<file path="src/rtl/refcode_pkg.sv">
package refcode_pkg;
  parameter int NUM_GAMMA  = 16;
  parameter int NUM_VCOM   = 2;
  parameter int CODE_W     = 10;
  parameter int BYTE_W     = 8;
  parameter int NUM_BANKS  = 2;
  parameter int MAX_STORES = 16;
  parameter int IDX_W      = 5;

  localparam int NUM_CH = NUM_GAMMA + NUM_VCOM;
  localparam int HI_W   = CODE_W - BYTE_W;
  localparam int BANK_W = (NUM_BANKS > 1) ? $clog2(NUM_BANKS) : 1;
  localparam int USED_W = $clog2(MAX_STORES + 1);
  localparam int OUT_W  = NUM_CH * CODE_W;

  typedef struct packed {
    logic              latchHigh;
    logic              commit;
    logic [IDX_W-1:0]  idx;
    logic              store;
    logic [BANK_W-1:0] storeBank;
    logic              reload;
    logic [BANK_W-1:0] reloadBank;
    logic [BANK_W-1:0] showBank;
    logic              viewWork;
  } ctrl_t;
endpackage

</file>
<file path="src/rtl/refcode_ctrl.sv">
module refcode_ctrl
  import refcode_pkg::*;
(
  input  logic              clk,
  input  logic              rstN,
  input  logic              wrEn,
  input  logic              wrIsLow,
  input  logic [IDX_W-1:0]  wrIdx,
  input  logic              storeReq,
  input  logic [BANK_W-1:0] storeBank,
  input  logic [BANK_W-1:0] bankSel,
  output ctrl_t             ctl,
  output logic [USED_W-1:0] storesLeft,
  output logic              budgetGone
);
  logic [BANK_W-1:0] bankSelQ;
  logic [USED_W-1:0] usedCnt;
  logic              viewWorkQ;
  logic              selChange;
  logic              idxOk;
  logic              storeOk;

  assign selChange  = (bankSel != bankSelQ);
  assign idxOk      = (32'(wrIdx) < NUM_CH);
  assign budgetGone = (usedCnt == USED_W'(MAX_STORES));
  assign storeOk    = storeReq && !budgetGone;
  assign storesLeft = USED_W'(MAX_STORES) - usedCnt;

  always_comb begin
    ctl            = '0;
    ctl.latchHigh  = wrEn && !wrIsLow;
    ctl.commit     = wrEn && wrIsLow && idxOk && !selChange;
    ctl.idx        = wrIdx;
    ctl.store      = storeOk;
    ctl.storeBank  = storeBank;
    ctl.reload     = selChange;
    ctl.reloadBank = bankSel;
    ctl.showBank   = bankSelQ;
    ctl.viewWork   = viewWorkQ;
  end

  always_ff @(posedge clk) begin
    if (!rstN) begin
      bankSelQ  <= '0;
      usedCnt   <= '0;
      viewWorkQ <= 1'b0;
    end else begin
      bankSelQ <= bankSel;
      if (storeOk) usedCnt <= usedCnt + 1'b1;
      if (selChange || storeOk) viewWorkQ <= 1'b0;
      else if (ctl.commit)      viewWorkQ <= 1'b1;
    end
  end

  // lifetime counter never passes its cap
  assert_budget_cap_R5: assert property (@(posedge clk) disable iff (!rstN)
    usedCnt <= USED_W'(MAX_STORES));
  // a refused store leaves the counter untouched
  assert_refused_store_R5: assert property (@(posedge clk) disable iff (!rstN)
    (storeReq && budgetGone) |=> $stable(usedCnt));
  // status flag agrees with the remaining count
  assert_status_flag_R6: assert property (@(posedge clk) disable iff (!rstN)
    budgetGone == (storesLeft == '0));
  // a bank switch shows the new bank on the next cycle
  assert_bank_switch_R7: assert property (@(posedge clk) disable iff (!rstN)
    selChange |=> (!viewWorkQ && bankSelQ == $past(bankSel)));
endmodule

</file>
<file path="src/rtl/refcode_datapath.sv">
module refcode_datapath
  import refcode_pkg::*;
(
  input  logic              clk,
  input  logic              rstN,
  input  ctrl_t             ctl,
  input  logic [BYTE_W-1:0] wrByte,
  output logic [OUT_W-1:0]  codesOut
);
  logic [CODE_W-1:0] work    [NUM_CH];
  logic [CODE_W-1:0] bankMem [NUM_BANKS][NUM_CH];
  logic [HI_W-1:0]   stageHi;

  always_ff @(posedge clk) begin
    if (!rstN) begin
      stageHi <= '0;
      for (int c = 0; c < NUM_CH; c++) begin
        work[c] <= '0;
        for (int b = 0; b < NUM_BANKS; b++) bankMem[b][c] <= '0;
      end
    end else begin
      if (ctl.latchHigh) stageHi <= wrByte[HI_W-1:0];
      if (ctl.reload) begin
        for (int c = 0; c < NUM_CH; c++) work[c] <= bankMem[ctl.reloadBank][c];
      end else if (ctl.commit) begin
        work[ctl.idx] <= {stageHi, wrByte};
      end
      if (ctl.store) begin
        for (int c = 0; c < NUM_CH; c++) bankMem[ctl.storeBank][c] <= work[c];
      end
    end
  end

  for (genvar ch = 0; ch < NUM_CH; ch++) begin : g_out
    assign codesOut[ch*CODE_W +: CODE_W] =
      ctl.viewWork ? work[ch] : bankMem[ctl.showBank][ch];

    // a granted store lands the previous working code in the target bank
    assert_store_copy_R4: assert property (@(posedge clk) disable iff (!rstN)
      ctl.store |=> bankMem[$past(ctl.storeBank)][ch] == $past(work[ch]));
    // a switch reloads the working code from the chosen bank
    assert_reload_R7: assert property (@(posedge clk) disable iff (!rstN)
      ctl.reload |=> work[ch] == $past(bankMem[ctl.reloadBank][ch]));
  end

  // a committed low byte forms the full code in its channel
  assert_commit_R2: assert property (@(posedge clk) disable iff (!rstN)
    (ctl.commit && !ctl.reload) |=> work[$past(ctl.idx)] == $past({stageHi, wrByte}));
endmodule

</file>
<file path="src/rtl/refCodeBank.sv">
module refCodeBank
  import refcode_pkg::*;
(
  input  logic              clk,
  input  logic              rstN,
  input  logic              wrEn,
  input  logic              wrIsLow,
  input  logic [IDX_W-1:0]  wrIdx,
  input  logic [BYTE_W-1:0] wrByte,
  input  logic              storeReq,
  input  logic [BANK_W-1:0] storeBank,
  input  logic [BANK_W-1:0] bankSel,
  output logic [OUT_W-1:0]  codesOut,
  output logic [USED_W-1:0] storesLeft,
  output logic              budgetGone
);
  ctrl_t ctl;

  refcode_ctrl u_ctrl (
    .clk(clk), .rstN(rstN), .wrEn(wrEn), .wrIsLow(wrIsLow), .wrIdx(wrIdx),
    .storeReq(storeReq), .storeBank(storeBank), .bankSel(bankSel),
    .ctl(ctl), .storesLeft(storesLeft), .budgetGone(budgetGone)
  );

  refcode_datapath u_dp (
    .clk(clk), .rstN(rstN), .ctl(ctl), .wrByte(wrByte), .codesOut(codesOut)
  );
endmodule

</file>
<file path="config.mk">
export PLATFORM = sky130hd
export DESIGN_NAME = refCodeBank
export DESIGN_NICKNAME = d
export VERILOG_FILES = /design/src/rtl/refcode_pkg.sv /design/src/rtl/refcode_ctrl.sv /design/src/rtl/refcode_datapath.sv /design/src/rtl/refCodeBank.sv
export SDC_FILE = /design/constraint.sdc
export NUM_CORES = 1
export LEC_CHECK = 0
export ABC_AREA = 1
export BUFFER_PORTS_ARGS = -buffer_cell sky130_fd_sc_hd__buf_2
export CORE_ASPECT_RATIO = 0.5
export CORE_MARGIN = 8
export CORE_UTILIZATION = 55
export CTS_CLUSTER_DIAMETER = 50
export CTS_CLUSTER_SIZE = 30
export DETAILED_ROUTE_END_ITERATION = 7
export GPL_ROUTABILITY_DRIVEN = 0
export PLACE_DENSITY_LB_ADDON = 0.05
export RECOVER_POWER = 100
export SYNTH_ARGS = -nofsm -noshare
export SYNTH_HDL_FRONTEND = slang
export SYNTH_SLANG_ARGS = --single-unit
</file>
<file path="constraint.sdc">
create_clock -name clk -period 5.8 [get_ports clk]
set_clock_uncertainty 0.2 [all_clocks]
set_input_delay 0.58 -clock clk [delete_from_list [all_inputs] [get_ports clk]]
set_output_delay 0.58 -clock clk [all_outputs]
set_load 0.03 [all_outputs]
</file>
Word-level counts from Yosys, hierarchy flattened
Memory sizes are Yosys's and may differ from the RTL's. A register that Yosys moved wholly into a read port is not among the register bits.
Index checks and enable logic that the tools add are counted.
{ "totals": {"reg_bits": 9, "ram_bits": 540, "input_bits": 20, "output_inout_bits": 186, "elab_cells": 96, "mem_count": 2} }
{ "mem_list": {"columns": ["memory", "words", "width", "read_ports", "rd_ports_with_merged_regs", "write_ports", "line_no", "rtl"], "rows": [
  ["u_dp.bankMem", 2, 180, 2, 1, 2, "refcode_datapath.sv:11", "logic [CODE_W-1:0] bankMem [NUM_BANKS][NUM_CH];"],
  ["u_dp.work", 18, 10, 18, 0, 18, "refcode_datapath.sv:10", "logic [CODE_W-1:0] work [NUM_CH];"]
]} }
{ "classes": {"add_sub_neg": 2, "magnitude_cmp": 1, "n_eq_ne": 2, "muxes": 54, "bitwise": 19, "n_reduce_logical": 12} }
{ "op_table": {"columns": ["op", "count"], "rows": [
  ["10-bit 2-to-1 mux", 37],
  ["180-bit 2-to-1 mux", 1],
  ["180-bit OR reduction", 1],
  ["1-bit bitwise OR", 18],
  ["1-bit 2-to-1 mux", 15],
  ["10-bit OR reduction", 1],
  ["5-bit by 1-bit adder with 5-bit output, second input constant", 1],
  ["5-bit equality test, second input constant", 1],
  ["1-bit logical AND", 5],
  ["5-bit less-than comparator, second input constant", 1],
  ["5-bit 2-to-1 mux", 1],
  ["5-bit subtractor, first input constant", 1],
  ["1-bit zero test", 3],
  ["2-bit OR reduction", 1],
  ["1-bit logical OR", 1],
  ["1-bit inequality test", 1],
  ["1-bit NOT", 1]
]} }

Longest topological paths before layout
Gate-level depths: netlist of run 1.
{ "logic_depth": {"ltp_word": 9, "mapped_depth": 11, "mapped_depth_nobuf": 11} }

Cells and area by module
From an unflattened synthesis of run 1, not the netlist that was laid out.
{ "unflattened": {"hier_cells": 3039, "area_unflattened_um2": 27441.3} }
{ "modules_own_cells": {"columns": ["module", "instances", "cells_each", "area_each_um2", "seq_area_each_um2"], "rows": [
  ["refcode_datapath", 1, 2964, 26943.3, 16255.6],
  ["refcode_ctrl", 1, 75, 498.0, 140.1]
]} }

Least setup slack after synthesis of run 1
No wires, ideal clock.
{ "synth_timing": {"path_kind": "flip-flop to flip-flop", "start": "register u_ctrl.usedCnt[0]", "end": "memory u_dp.bankMem[0][0] (netlist name), enable pin", "setup_ns": 1.460, "arrival_time_ns": 4.944, "required_time_ns": 4.140, "setup_slack_ns": -0.804, "path_stages_with_launch": 12, "n_path_buf": 3, "synth_period_minus_slack_ns": 6.604, "cell_sequence": "dfxtp_1 > inv_1 > ha_1 > nand2_1 > nor2_1 > ha_1 > nor2_1 > nand3b_1 > clkbuf_1 > clkbuf_1 > buf_2 > nand2_1"} }
{ "synth_lines": {"columns": ["item", "line_no", "rtl"], "rows": [
  ["from (decl)", "refcode_ctrl.sv:17", "logic [USED_W-1:0] usedCnt;"],
  ["from (signal assigned)", "refcode_ctrl.sv:49", "if (storeOk) usedCnt <= usedCnt + 1'b1;"],
  ["to (decl)", "refcode_datapath.sv:11", null]
]} }

==> reports/metrics.cfg, run 1 <==
[status]
outcome=finished, violations left
violations=capacitance limit, slew limit

[hold_path]
hold_end=u_dp.stageHi[0]
min_path_type=primary input to flip-flop
hp-start=wrIsLow
hold_depth=4

[clock_network]
clkTransAtPathRegs_ns=0.09
numCtsBuffers=37
postCtsHoldBufs=0
cts_root_buf=clkbuf_16
cts_sinks=550
clockBufferDepth=3
cts_resized=0
cts_setup_buffers=0
clock_latency_ns=0.55
cts_max_level=2
cts_tree=done

[setup_path]
crit_type=flip-flop to primary output
r2r_end=u_dp.bankMem[1][34]
crit_required_ns=5.02
critPathArrivalTime_ns=3.78
r2r_slack_ns=1.36
start_kind=flip-flop
r2r_cells=9
worstReg2RegStart=u_ctrl.usedCnt[0]
crit_path_max_fanout=114
worstSetupEndpointType=primary output

[floorplanning]
core_um2=50100
chipHeight_um=175
start_util=0.555
die_area_um2=58400
die_w_um=334
rows=58
ioPinCount=206

[routing]
viasPerCell=5.77
drt_iter0_drc=2307
post-route-drc-count=0
drt_first_pass_iters=7
wl_per_cell_um=19.8
drt.antenna.violating_nets=0
routed_wl_um=75700
num_vias=22011

[layout]
drive_gt1_frac=0.0380
final_nets=3151
area_delta_synth_final_pct=7.95
diodes=0

[sta]
max_freq_mhz=219
timing.final.hold_violations=0
slew-limit-headroom=-1.07
hold_slack_ns=0.187
rsz0062_at_grt=no
tightest_slew_ns=3.10
period_share=0.787
maxSlewViolCount=507
setup_violations=0
tns_ns=0
fin_crit_ns=4.56

[synth]
synth_area_leaders=edfxtp_1, nand2_1, o21ai_0
synth.area.mux_share=0
synthSimpleGateAreaFrac=0.203
mappedNetlistArea_um2=27800
synth_top_family_by_area=simple AND/OR/NAND/NOR gates
netlist_instances=3111
avgSynthCellArea_um2=8.93
synth-edff-count=540
synth_top_area_cell=edfxtp_1
synth_xor_area_frac=0.000631
yosysWarnings=0
syn-num-nets=3134
synth_fa_ha_area_frac=0.00135
synth_flop_cell=edfxtp_1
ys_ff_latch=550
synth.distinct_cells=24
synthDominantCellAreaShare=0.584
synthArstFlopShare=0
ys_seq_area_frac=0.591
synth_compound_area_frac=0.115

[grt]
grt_overflow_total=0
grt_max_degree=205
grt_pass1_vias=21040
antenna_found_initial=1
grt_pass1_wl_um=118000
grt.total_usage=0.252

[place]
io_buffers=205
dp_hpwl_um=42700

[power]
p_leak_nw=12.0
ir_drop_mv=0.178
power_mw=8.81
power_density_nw_per_um2=294

[job]
maxCapViolations=9

[layout make-up]
cell class	instances	area, um2
fill	4489	20100
sequential	550	16400
clock buffer	37	926
tap	660	826
multi-input combinational	1921	8900
clock inverter	28	350
timing repair buffer	239	1130
inverter	379	1440
[worst max-delay path: stages (launching register included)]
cell	delay, ns
dfxtp_2	1.79
buf_4	0.61
nand2_1	0.08
o21ai_0	0.09
nand2_1	0.06
o21ai_0	0.20
clkbuf_1	0.37
[metal layers]
| layer | track usage | up-vias | part of all wire |
|---|---|---|---|
| li1 | - | 10488 | - |
| met1 | 0.354 | 10644 | 0.43 |
| met2 | 0.415 | 792 | 0.47 |
| met3 | 0.0383 | 87 | 0.082 |
| met4 | 0.0532 | 0 | 0.018 |
| met5 | 0 | - | 0 |
[cell families after synthesis]
group	after synthesis
AOI/OAI and AO/OA	547
xor gates and xnor gates	2
adders and majority gates	3
buffers and inverters	640
DFF	550
and+or+nand+nor	1369
[per-stage QoR]
step	utilization	instance area (um2)	worst slack [ns]	cells
floorplan	-	27800	1.02	3111
global placement	0.580	29000	2.21	3749
detailed placement	0.580	29000	2.18	3749
CTS	0.605	30300	1.97	3814
global route	0.599	30000	0.906	3814
finish	0.599	30000	1.24	3814
[cell usage after synthesis (2+ instances only)]
| library cell | n |
|---|---|
| inv_1 | 377 |
| ha_1 | 3 |
| nand4_1 | 180 |
| a21oi_1 | 3 |
| clkbuf_1 | 158 |
| inv_2 | 2 |
| nand2_1 | 765 |
| buf_4 | 3 |
| o211ai_1 | 180 |
| nor2_1 | 396 |
| edfxtp_1 | 540 |
| dfxtp_1 | 10 |
| nand3_1 | 24 |
| o21ai_0 | 329 |
| buf_2 | 57 |
| o21ai_1 | 34 |
| buf_1 | 43 |
[placed cells by master, fill, tap and decap left out, types with 2 or more instances in the layout]
cell,count
ha_1,3
inv_6,3
clkinv_8,6
o211ai_1,180
o21ai_0,329
clkbuf_16,37
buf_12,8
edfxtp_1,540
a21oi_1,4
clkbuf_2,3
nand2_1,763
o21ai_1,34
clkinv_1,2
buf_4,17
buf_2,21
inv_12,3
inv_8,10
nand3_1,24
nand4_1,180
nand2_8,2
dfxtp_1,9
inv_1,377
nor2_1,396
clkbuf_1,189
clkinv_4,2
[state kept, by name, indices dropped and copies added, names as in the netlist, named ones only]
register / cells
u_ctrl.bankSelQ: 1
u_ctrl.usedCnt: 5
u_dp.work: 180
u_dp.stageHi: 2
u_dp.bankMem: 360
u_ctrl.viewWorkQ: 1
[report_power, final]
part,total (mW),leakage (nW),switching (mW),internal (mW)
combinational,1.16,5.49,0.921,0.235
clock,2.91,0.621,1.58,1.32
sequential,4.75,5.84,0.102,4.65
[how the worst max path moves through the flow]
stage / start / end / cells after the start
global placement: u_ctrl.usedCnt[0] / u_dp.bankMem[0][6] / 9
CTS: flip-flop / codesOut[165] / 5
floorplan: u_ctrl.usedCnt[0] / u_dp.bankMem[0][0] / 11
global route: bankSel / u_dp.work[1][3] / 9
finish: flip-flop / codesOut[152] / 6
detailed placement: u_ctrl.usedCnt[0] / u_dp.bankMem[0][4] / 9
Note: power is estimated with default switching activity, not from simulation.
==> inputs of run 2 (changes only) <==
- CORE_UTILIZATION: 55 -> 61
- clock period: 5.8 -> 4.3 ns (I/O delays scaled with it)
==> run 2 against run 1 <==
The flow still finishes with violations (capacitance limit, slew limit). Setup slack got worse by 0.60 ns. Core utilization increased by 6.9 points. Power increased by 36%. Hold slack got worse by 0.14 ns. Sequential share of layout area decreased by 0.24 points.
==> reports/metrics.cfg, run 2 (same netlist as run 1, synthesis figures left out) <==
[routing]
wl_per_cell_um=19.9  ; +0.16%
drt_iter0_drc=2462  ; +6.7%
routed_wl_um=74900  ; -1.1%
drt.antenna.violating_nets=0  ; unchanged
num_vias=22323  ; +1.4%
viasPerCell=5.93  ; +2.7%
drt_first_pass_iters=5  ; -2
post-route-drc-count=0  ; unchanged

[place]
dp_hpwl_um=41600  ; -2.7%
dp.cells=3696  ; -1.4%
io_buffers=205  ; unchanged
placed_area_um2=29100  ; +0.18%
place_worst_setup_slack_ns=1.13  ; -1.05 ns

[clock_network]
cts_sinks=550  ; unchanged
clkTransAtPathRegs_ns=0.10  ; about the same
cts_max_level=2  ; unchanged
clockBufferDepth=3  ; unchanged
cts_root_buf=clkbuf_16
numCtsBuffers=37  ; unchanged
clock_latency_ns=0.56  ; about the same
cts_setup_buffers=0  ; unchanged
cts_tree=done

[sta]
rsz0062_at_grt=no
period_share=0.852
tns_ns=0  ; unchanged
slew-limit-headroom=-0.260  ; +0.808
fin_crit_ns=3.66
tightest_slew_ns=1.89  ; -1.21 ns
setup_violations=0  ; unchanged
setup_ws_ns=0.637  ; -0.599 ns
timing.final.hold_violations=0  ; unchanged
maxSlewViolCount=303  ; -40%
hold_slack_ns=0.0500  ; -0.137 ns
max_freq_mhz=273

[power]
ir_drop_mv=0.315  ; +77%
p_leak_nw=12.1  ; +1.1%
power_density_nw_per_um2=399  ; +36%
power_mw=12.0  ; +36%

[layout]
final.fill_count=3781  ; -16%
area_delta_synth_final_pct=8.43
top_regs=u_dp.bankMem x360, u_dp.work x180, u_ctrl.usedCnt x5
finalNonFillerCells=3765  ; -1.3%
largest_reg_flops=360  ; unchanged
layout_common_cells=nand2_1, edfxtp_1, nor2_1, inv_1, o21ai_0
seq_area_um2=16400  ; about the same
final_nets=3161  ; +0.32%
final_common_cell=nand2_1
fin_util=0.668  ; +0.0694
top_register=u_dp.bankMem
multi_input_area_um2=8900  ; about the same
drive_gt1_frac=0.0436  ; +0.00557
final_area_um2=30100  ; +0.45%

[floorplanning]
rows=55  ; -5.2%
ioPinCount=206  ; unchanged
start_util=0.616  ; +0.0615
die_w_um=318  ; -4.8%
die_area_um2=53000  ; -9.2%
chipHeight_um=167  ; -4.6%
core_um2=45100  ; -10%

[setup_path]
start_kind=primary input
crit_slowest_cell=clkbuf_1
cp_cell_sequence=clkbuf_1 -> nand3_1 -> nand2_4 -> buf_4
worstSetupEndpointType=flip-flop
crit_required_ns=4.33  ; -0.69 ns
crit_path_max_fanout=70  ; -39%
slowest_delay_ns=1.32  ; -0.47 ns
critPathArrivalTime_ns=3.69  ; -0.09 ns
crit_type=primary input to flip-flop

[grt]
grt_max_degree=181  ; -12%
grt_overflow_total=0  ; unchanged
grt_pass1_wl_um=116000  ; -1.4%
antenna_found_initial=3  ; +2
grt_pass1_vias=21173  ; +0.63%
grt.total_usage=0.270  ; +0.0184

[hold_path]
min_path_type=primary input to flip-flop

[status]
outcome=finished, violations left
violations=capacitance limit, slew limit

[job]
maxCapViolations=3  ; -6

==> run 2: changes by cell type in the layout (fill, tap and decap cells not counted), sizes merged <==
| cell | delta |
|---|---|
| buf | +16 |
| bufinv | +4 |
| clkbuf | -4 |
| clkinv | +1 |
| clkinvlp | -1 |
| diode | +3 |
| dlygate4sd3 | +1 |
| inv | -7 |
==> run 2: critical path: cells and delay by family <==
kind,cells,cell delay (ns)
buf+inv,2,1.78
simple gates,2,1.42
==> run 2: area by class of cell <==
cell class / count / area share
antenna: 3 / 0.000249
inverter: 379 / 0.0477
tap: 598 / 0.0248
multi-input combinational: 1921 / 0.296
sequential: 550 / 0.545
timing repair buffer: 249 / 0.0422
clock inverter: 25 / 0.0132
clock buffer: 40 / 0.0311
==> run 2: final timing paths <==
kind	slack [ns]	depth (start not counted)	endpoint	from
max	0.64	4	u_dp.bankMem[1][65]	rstN
min	0.05	5	u_ctrl.usedCnt[2]	storeReq
max reg2reg	0.73	9	u_dp.bankMem[1][65]	u_ctrl.usedCnt[0]
min reg2reg	0.32	2	u_ctrl.usedCnt[4]	u_ctrl.usedCnt[4]
==> run 2: what timing repair did <==
action,4_1_cts,5_1_grt
endpoints found under the hold margin,2,0
hold buffers,1,0
gates resized for setup,0,0
==> run 2: report_power, final <==
| group | leakage (nW) | switching, mW | internal (mW) |
|---|---|---|---|
| Sequential | 5.84 | 0.132 | 6.27 |
| Combinational | 5.59 | 1.25 | 0.321 |
| Clock | 0.645 | 2.04 | 1.99 |
| Total | 12.1 | 3.42 | 8.58 |
==> run 2: layer usage <==
layer,vias to the layer above,part of all wire,GRT usage
li1,10493,-,-
met1,10745,0.42,0.372
met2,955,0.47,0.450
met3,130,0.085,0.0386
met4,0,0.025,0.0734
met5,-,0,0
